## src/rtl/col_burst_pkg.sv

```systemverilog
package col_burst_pkg;

   localparam int CODE_W = 3;

   typedef enum logic [CODE_W-1:0] {
      LEN_ONE   = 3'b000,
      LEN_TWO   = 3'b001,
      LEN_FOUR  = 3'b010,
      LEN_EIGHT = 3'b011,
      LEN_PAGE  = 3'b111
   } len_code_e;

endpackage

```

## src/rtl/cbg_len_decode.sv

```systemverilog
module cbg_len_decode
   import col_burst_pkg::*;
#(
   parameter int COL_W = 8
) (
   input  logic [CODE_W-1:0] code_i,
   output logic [COL_W-1:0]  span_mask_o,
   output logic              page_o
);

   always_comb begin
      page_o      = 1'b0;
      span_mask_o = '0;
      case (code_i)
         LEN_TWO:   span_mask_o = COL_W'(1);
         LEN_FOUR:  span_mask_o = COL_W'(3);
         LEN_EIGHT: span_mask_o = COL_W'(7);
         LEN_PAGE: begin
            span_mask_o = '1;
            page_o      = 1'b1;
         end
         default:   span_mask_o = '0;
      endcase
   end

endmodule

```

## src/rtl/cbg_beat_counter.sv

```systemverilog
module cbg_beat_counter #(
   parameter int COL_W = 8
) (
   input  logic             clk,
   input  logic             rst_n,
   input  logic             start_i,
   input  logic             adv_i,
   input  logic             term_i,
   input  logic [COL_W-1:0] span_mask_i,
   input  logic             page_i,
   output logic             active_o,
   output logic [COL_W-1:0] beat_o,
   output logic             at_end_o
);

   logic             active_q;
   logic [COL_W-1:0] beat_q;

   assign at_end_o = !page_i && (beat_q == span_mask_i);
   assign active_o = active_q;
   assign beat_o   = beat_q;

   always_ff @(posedge clk) begin
      if (!rst_n) begin
         active_q <= 1'b0;
         beat_q   <= '0;
      end else if (start_i) begin
         active_q <= 1'b1;
         beat_q   <= '0;
      end else if (active_q) begin
         if (term_i) begin
            active_q <= 1'b0;
         end else if (adv_i) begin
            if (at_end_o) active_q <= 1'b0;
            else          beat_q   <= beat_q + 1'b1;
         end
      end
   end


   adv_hold_chk: assert property (@(posedge clk) disable iff (!rst_n)
      (active_q && !adv_i && !term_i && !start_i) |=> (active_q && $stable(beat_q)));


   end_stop_chk: assert property (@(posedge clk) disable iff (!rst_n)
      (active_q && adv_i && at_end_o && !term_i && !start_i) |=> !active_q);

endmodule

```

## src/rtl/cbg_col_map.sv

```systemverilog
module cbg_col_map #(
   parameter int COL_W  = 8,
   parameter bit ILV_EN = 1'b1
) (
   input  logic [COL_W-1:0] base_i,
   input  logic [COL_W-1:0] beat_i,
   input  logic [COL_W-1:0] span_mask_i,
   input  logic             page_i,
   input  logic             ilv_i,
   output logic [COL_W-1:0] col_o
);

   logic [COL_W-1:0] offset;

   generate
      if (ILV_EN) begin : g_ilv
         always_comb begin
            if (ilv_i && !page_i) offset = base_i ^ beat_i;
            else                  offset = base_i + beat_i;
         end
      end else begin : g_seq_only
         logic unused_ilv;
         assign unused_ilv = ilv_i ^ page_i;
         always_comb offset = base_i + beat_i;
      end
   endgenerate

   assign col_o = (base_i & ~span_mask_i) | (offset & span_mask_i);

endmodule

```

## src/rtl/col_burst_gen.sv

```systemverilog
module col_burst_gen
   import col_burst_pkg::*;
#(
   parameter int COL_W  = 8,
   parameter bit ILV_EN = 1'b1
) (
   input  logic              clk,
   input  logic              rst_n,
   input  logic              start_i,
   input  logic [COL_W-1:0]  start_col_i,
   input  logic [CODE_W-1:0] len_code_i,
   input  logic              ilv_i,
   input  logic              adv_i,
   input  logic              term_i,
   output logic [COL_W-1:0]  col_o,
   output logic              beat_vld_o,
   output logic              last_o
);

   localparam int MIN_COL_W = 3;
   localparam int MAX_COL_W = 16;

   generate
      if (COL_W < MIN_COL_W || COL_W > MAX_COL_W) begin : g_bad_width
         $error("col_burst_gen: COL_W out of range");
      end
   endgenerate

   logic [COL_W-1:0]  base_q;
   logic [CODE_W-1:0] code_q;
   logic              ilv_q;
   logic [COL_W-1:0]  span_mask;
   logic              page;
   logic              active;
   logic [COL_W-1:0]  beat;
   logic              at_end;

   always_ff @(posedge clk) begin
      if (!rst_n) begin
         base_q <= '0;
         code_q <= LEN_ONE;
         ilv_q  <= 1'b0;
      end else if (start_i) begin
         base_q <= start_col_i;
         code_q <= len_code_i;
         ilv_q  <= ilv_i;
      end
   end

   cbg_len_decode #(.COL_W(COL_W)) u_dec (
      .code_i      (code_q),
      .span_mask_o (span_mask),
      .page_o      (page)
   );

   cbg_beat_counter #(.COL_W(COL_W)) u_cnt (
      .clk         (clk),
      .rst_n       (rst_n),
      .start_i     (start_i),
      .adv_i       (adv_i),
      .term_i      (term_i),
      .span_mask_i (span_mask),
      .page_i      (page),
      .active_o    (active),
      .beat_o      (beat),
      .at_end_o    (at_end)
   );

   cbg_col_map #(.COL_W(COL_W), .ILV_EN(ILV_EN)) u_map (
      .base_i      (base_q),
      .beat_i      (beat),
      .span_mask_i (span_mask),
      .page_i      (page),
      .ilv_i       (ilv_q),
      .col_o       (col_o)
   );

   assign beat_vld_o = active && !term_i;
   assign last_o     = beat_vld_o && at_end;


   first_col_chk: assert property (@(posedge clk) disable iff (!rst_n)
      start_i |=> (col_o == $past(start_col_i)));


   term_end_chk: assert property (@(posedge clk) disable iff (!rst_n)
      (term_i && !start_i) |=> !beat_vld_o);


   page_no_last_chk: assert property (@(posedge clk) disable iff (!rst_n)
      (code_q == LEN_PAGE) |-> !last_o);


   reset_idle_chk: assert property (@(posedge clk)
      !rst_n |=> (!beat_vld_o && !last_o));

endmodule

```

## config.mk

```make
export PLATFORM = sky130hd
export DESIGN_NAME = col_burst_gen
export DESIGN_NICKNAME = d
export VERILOG_FILES = /design/src/rtl/col_burst_pkg.sv /design/src/rtl/cbg_len_decode.sv /design/src/rtl/cbg_beat_counter.sv /design/src/rtl/cbg_col_map.sv /design/src/rtl/col_burst_gen.sv
export SDC_FILE = /design/constraint.sdc
export NUM_CORES = 1
export LEC_CHECK = 0
export ABC_AREA = 1
export BUFFER_PORTS_ARGS = -buffer_cell sky130_fd_sc_hd__buf_2
export CORE_ASPECT_RATIO = 0.7
export CORE_MARGIN = 10
export CORE_UTILIZATION = 45
export CTS_BUF_LIST = sky130_fd_sc_hd__clkbuf_8
export CTS_CLUSTER_SIZE = 20
export DETAILED_ROUTE_END_ITERATION = 10
export PLACE_DENSITY = 0.66
export SYNTH_ARGS = -nofsm -noshare
export SYNTH_HDL_FRONTEND = slang
export SYNTH_HIERARCHICAL = 1
export SYNTH_SLANG_ARGS = --single-unit
```

## constraint.sdc

```tcl
create_clock -name clk -period 3.9 [get_ports clk]
set_input_delay 0.78 -clock clk [delete_from_list [all_inputs] [get_ports clk]]
set_output_delay 0.78 -clock clk [all_outputs]
set_load 0.05 [all_outputs]
```

# Word-level counts from Yosys, hierarchy flattened
# Cells that the tools add are included.
# word_totals
regBits,21
inputBits,17
out_inout_bits,10
word_cells,36
# classes
mux,8
reduce_logical,8
n_addsub,2
n_eq_ne,5
bitwise,8
# op_table
operator,count
8-bit case mux with 4 select lines,1
8-bit bitwise AND,2
8-bit by 1-bit adder with 8-bit output (second input constant),1
8-bit adder,1
8-bit == test,1
8-bit two-way mux,1
8-bit NOT,1
8-bit bitwise OR,1
8-bit bitwise XOR,1
3-bit by 2-bit == test with 1-bit output (second input constant),2
1-bit two-way mux,6
1-bit logical AND,4
4-bit AND reduction,1
3-bit by 1-bit == test with 1-bit output (second input constant),1
3-bit == test (second input constant),1
1-bit NOT,3
1-bit zero test,2
2-bit OR reduction,1

# Depth between registers and ports, before layout
# logic_depth
ltp_word,9
ltp_mapped,16
ltp_nobuf,15

# Cells and area by module
# The synthesis kept the hierarchy.
# modules_own_cells
module,seq_area_each_um2,cells_each,area_each_um2,n_inst
cbg_beat_counter,180.2,112,641.9,1
col_burst_gen,240.2,78,508.0,1
cbg_col_map,0.0,79,454.2,1
cbg_len_decode,0.0,15,75.1,1

# Least setup slack after synthesis
# OpenSTA, ideal clock, no wires.
# synth_timing
path_type,flip-flop to output port
startpoint,register code_q[0]
endpoint,output last_o
slack_ns,0.441
path_buffers,2
path_stages_with_launch,12
required_time_ns,3.120
arrival_time_ns,2.679
path_cell_list,dfxtp_1 nand2_1 nor2_1 buf_4 inv_1 a21oi_1 nand3_1 nor2_1 nand2_2 buf_6 inv_1 nor3b_1
# synth_via
elab_chain_cells,5
elab_cells_between_ends,10
classes_between,5 x eq/ne; 2 x mux; 3 x reduce/logical
# synth_lines
element,line,source
"start, declared",col_burst_gen.sv:30,logic [CODE_W-1:0] code_q;
"start signal, assigned",col_burst_gen.sv:45,code_q <= len_code_i;
3-bit == test,cbg_len_decode.sv:14,case (code_i)
1-bit two-way mux,cbg_len_decode.sv:14,
via page,col_burst_gen.sv:33,logic page;
1-bit zero test,cbg_beat_counter.sv:19,assign at_end_o = !page_i && (beat_q == span_mask_i);
1-bit logical AND,cbg_beat_counter.sv:19,
via at_end,col_burst_gen.sv:36,logic at_end;
1-bit logical AND,col_burst_gen.sv:79,assign last_o = beat_vld_o && at_end;
"end, declared",col_burst_gen.sv:17,output logic last_o
# The timed path passes the listed nets, and every way through them passes these cells.

# Worst setup path after layout
# layout_timing
startpoint,register u_cnt.beat_q[0] (netlist: u_cnt/beat_o[0])
endpoint,output col_o[4]
# layout_via
elab_chain_cells,4
# layout_lines
element,line,source
"start, declared",cbg_beat_counter.sv:17,logic [COL_W-1:0] beat_q;
"start signal, assigned",cbg_beat_counter.sv:35,else beat_q <= beat_q + 1'b1;
8-bit adder,cbg_col_map.sv:19,else offset = base_i + beat_i;
8-bit two-way mux,cbg_col_map.sv:18,if (ilv_i && !page_i) offset = base_i ^ beat_i;
8-bit bitwise AND,cbg_col_map.sv:28,assign col_o = (base_i & ~span_mask_i) | (offset & span_mask_i);
8-bit bitwise OR,cbg_col_map.sv:28,
"end, declared",col_burst_gen.sv:15,"output logic [COL_W-1:0] col_o,"
# No other way between the ends.

==> results.ini <==
[place]
dpl_cell_area_sq_um=1798
post-place-ws_ns=1.220
dp.cells=351
port_buffers=26
hpwl_um=2929
gp_congestion=0.9246

[worst_hold_path]
worstHoldPathType=register to register
hold_path_depth=2
hold_start=ilv_q
hold_path_end=ilv_q

[detailed_routing]
dr.pass1.iters=4
drcViolationCount=0
vias=1578
drtAntennaViolNets=0
drtIter0Drc=84
totalWireLength_um=3679
via_per_inst=4.445
routedWlPerCell_um=10.36

[synth]
synth_edf_count=0
synth.area.top_cells=dfxtp_1 (25%), nand2_1 (19%), inv_1 (12%), nor2_1 (11%), ha_1 (6.0%)
synth_top_area_share_pct=25.04
yosys_warnings=6
synth_area_per_cell_sq_um=5.912
synth_flop_cell=dfxtp_1
ys_seq_area_share_pct=25.04
synth_top_area_cell=dfxtp_1
ys_top_cells_by_count=nand2_1 (83), inv_1 (55), nor2_1 (49), dfxtp_1 (21), nand3_1 (16)
synth-seq-cells=21
syn_area_sq_um=1679
synth_cells=284
synth_nets=310
yosysMostFrequentCell=nand2_1
synth_top_family_by_area=simple AND/OR/NAND/NOR gates
synthMuxAreaShare_pct=0.6706
synth.distinct_cells=27
ys_async_sr_fraction_pct=0
synth-adder-area-share_pct=7.154
synth_xor_area_share_pct=3.130
synth-compound-area-share_pct=5.365
yosys.area_share.simple_pct=40.91

[critical_path]
worstSetupPathType=register to output port
crit_required_ns=3.12
arrival_ns=2.23
cpLargestDelayFamily=adder cells
crit_path_start_kind=register
cp.buffers_inverters=2
ff2ff_setup_slack_ns=2.08
cp_max_fo=6
path_cells=ha_1 -> inv_1 -> fa_1 -> nand3b_1 -> nand2_1 -> nand2_1 -> xor2_1 -> a21oi_1 -> buf_2
r2r_end=u_cnt/beat_o[0]
worstSetupEndpointType=output port
reg2reg_depth=12
cpPeakStageDelay_ns=0.43
timing.rr.start=code_q[0]
cpMostUsedCell=nand2_1
cpMaxStageDelayCell=dfxtp_1

[die]
io_pins=27
die_width_um=93.01
die_y_um=71.11
dieArea_sq_um=6613
core_sq_um=3558
placementRows=18
start_util_pct=47.19

[timing]
tightest_slew_ns=0.4421
maxSlewViolCount=0
fin_skew_ns=0.003106
fin_crit_sh_pct=77.16
final.setup.tns_ns=0
setup_viol=0
grt_setup_unrepaired=false
fin_ws_ns=0.8908
period_needed_ns=3.009
hold_viol=0
max_freq_ghz=0.3323
max_slew_margin_pct=70.42

[power]
p_per_area_nw_per_um2=272.7
ir_worst_vdd_mv=0.2037
power.leakage_nw=1.002
p_total_mw=0.5029

[global_route]
grt_pass1_wl_um=6555
grt_usage_pct=11.63
grt_pass1_vias=1473
gr-total-overflow=0
grt_max_degree=27
antenna_found_initial=0

[finish]
drive_above_1_share_pct=11.48
fin_nets=332
instances_no_fill=355
nFillCells=417
area_growth_pct=9.836
design_area_sq_um=1844
antenna_cells=0

[clock_network]
ctsResizeCount=0
cts_buffer_depth=2
cts_made_buffers=3
numClockSinks=21
cts_setup_buffers=0
clk_pin_slew_ns=0.08
cts-root-buf=clkbuf_8
clock_latency_ns=0.27
cts_hold_buf=0
cts_tree=built
h-tree-depth=1

[run]
cap_violations=0

[outcome]
status=finished, final reports clean

[stage by stage]
step / utilization, % / hold WS, ns
finish: 51.83 / 0.4993
global route: 51.83 / 0.5211
CTS: 51.83 / 0.5007
detailed placement: 50.53 / 0.4838
global placement: 50.53 / 0.4660
floorplan: - / 0.4540
[power by group]
group | internal, mW | switching, mW | leakage [nW] | total (mW)
Combinational | 0.0371 | 0.0835 | 0.804 | 0.121
Sequential | 0.224 | 0.0100 | 0.173 | 0.234
Clock | 0.0713 | 0.0769 | 0.0255 | 0.148
[layer usage]
metal	vias to the layer above	wire length, um	global-route usage (%)
li1	896	-	-
met1	660	2137	16.79
met2	22	1419	16.83
met3	0	123	3.056
met4	0	0	2.048
met5	-	0	0
[registers in the layout (all words and copies together), names as in the netlist]
register / flops
u_cnt/active_o: 1
code_q: 3
ilv_q: 1
u_cnt/beat_o: 8
base_q: 8
[layout make-up]
type	count	area, sq um	area share, %
clock inverter	1	5.005	0.2714
clock buffer	3	41.29	2.239
inverter	57	216.5	11.74
sequential	21	420.4	22.80
timing repair buffer	27	137.6	7.463
multi-input combinational	196	960.9	52.10
tap	50	62.56	3.392
[worst min-delay path, delay by kind of cell, from the launching register on]
family,cells,cell delay [ns]
flip-flops,1,0.32
AND/OR/NAND/NOR,2,0.14
[worst max-delay path by stage]
stage | start | slack, ns | cells past startpoint | end
after floorplan | code_q[0] | 0.44 | 11 | last_o
after global placement | u_cnt/beat_o[0] | 1.25 | 9 | col_o[4]
final | u_cnt/beat_o[0] | 0.89 | 9 | col_o[4]
after CTS | u_cnt/beat_o[0] | 0.89 | 9 | col_o[4]
after detailed placement | u_cnt/beat_o[0] | 1.22 | 9 | col_o[4]
after global routing | code_q[0] | 0.60 | 11 | last_o
[cells in the final DEF (no fill, tap or decap), types with 4 or more instances in the layout]
master / synthesis / final
inv_1: 55 / 55
xnor2_1: 4 / 4
a21oi_1: 7 / 7
buf_2: 2 / 26
nand2_1: 83 / 83
ha_1: 8 / 8
o21ai_1: 4 / 4
nand3_1: 16 / 16
nor2_1: 49 / 49
dfxtp_1: 21 / 21
nand4_1: 7 / 7
[cell families after synthesis]
group                    Yosys count
AND/OR/NAND/NOR                  164
buffers and inverters             67
flip-flops                        21
AO/OA/AOI/OAI                     16
adder cells (fa/ha/maj)            9
XOR/XNOR                           6
multiplexers                       1
(Power assumes the default switching activity.)
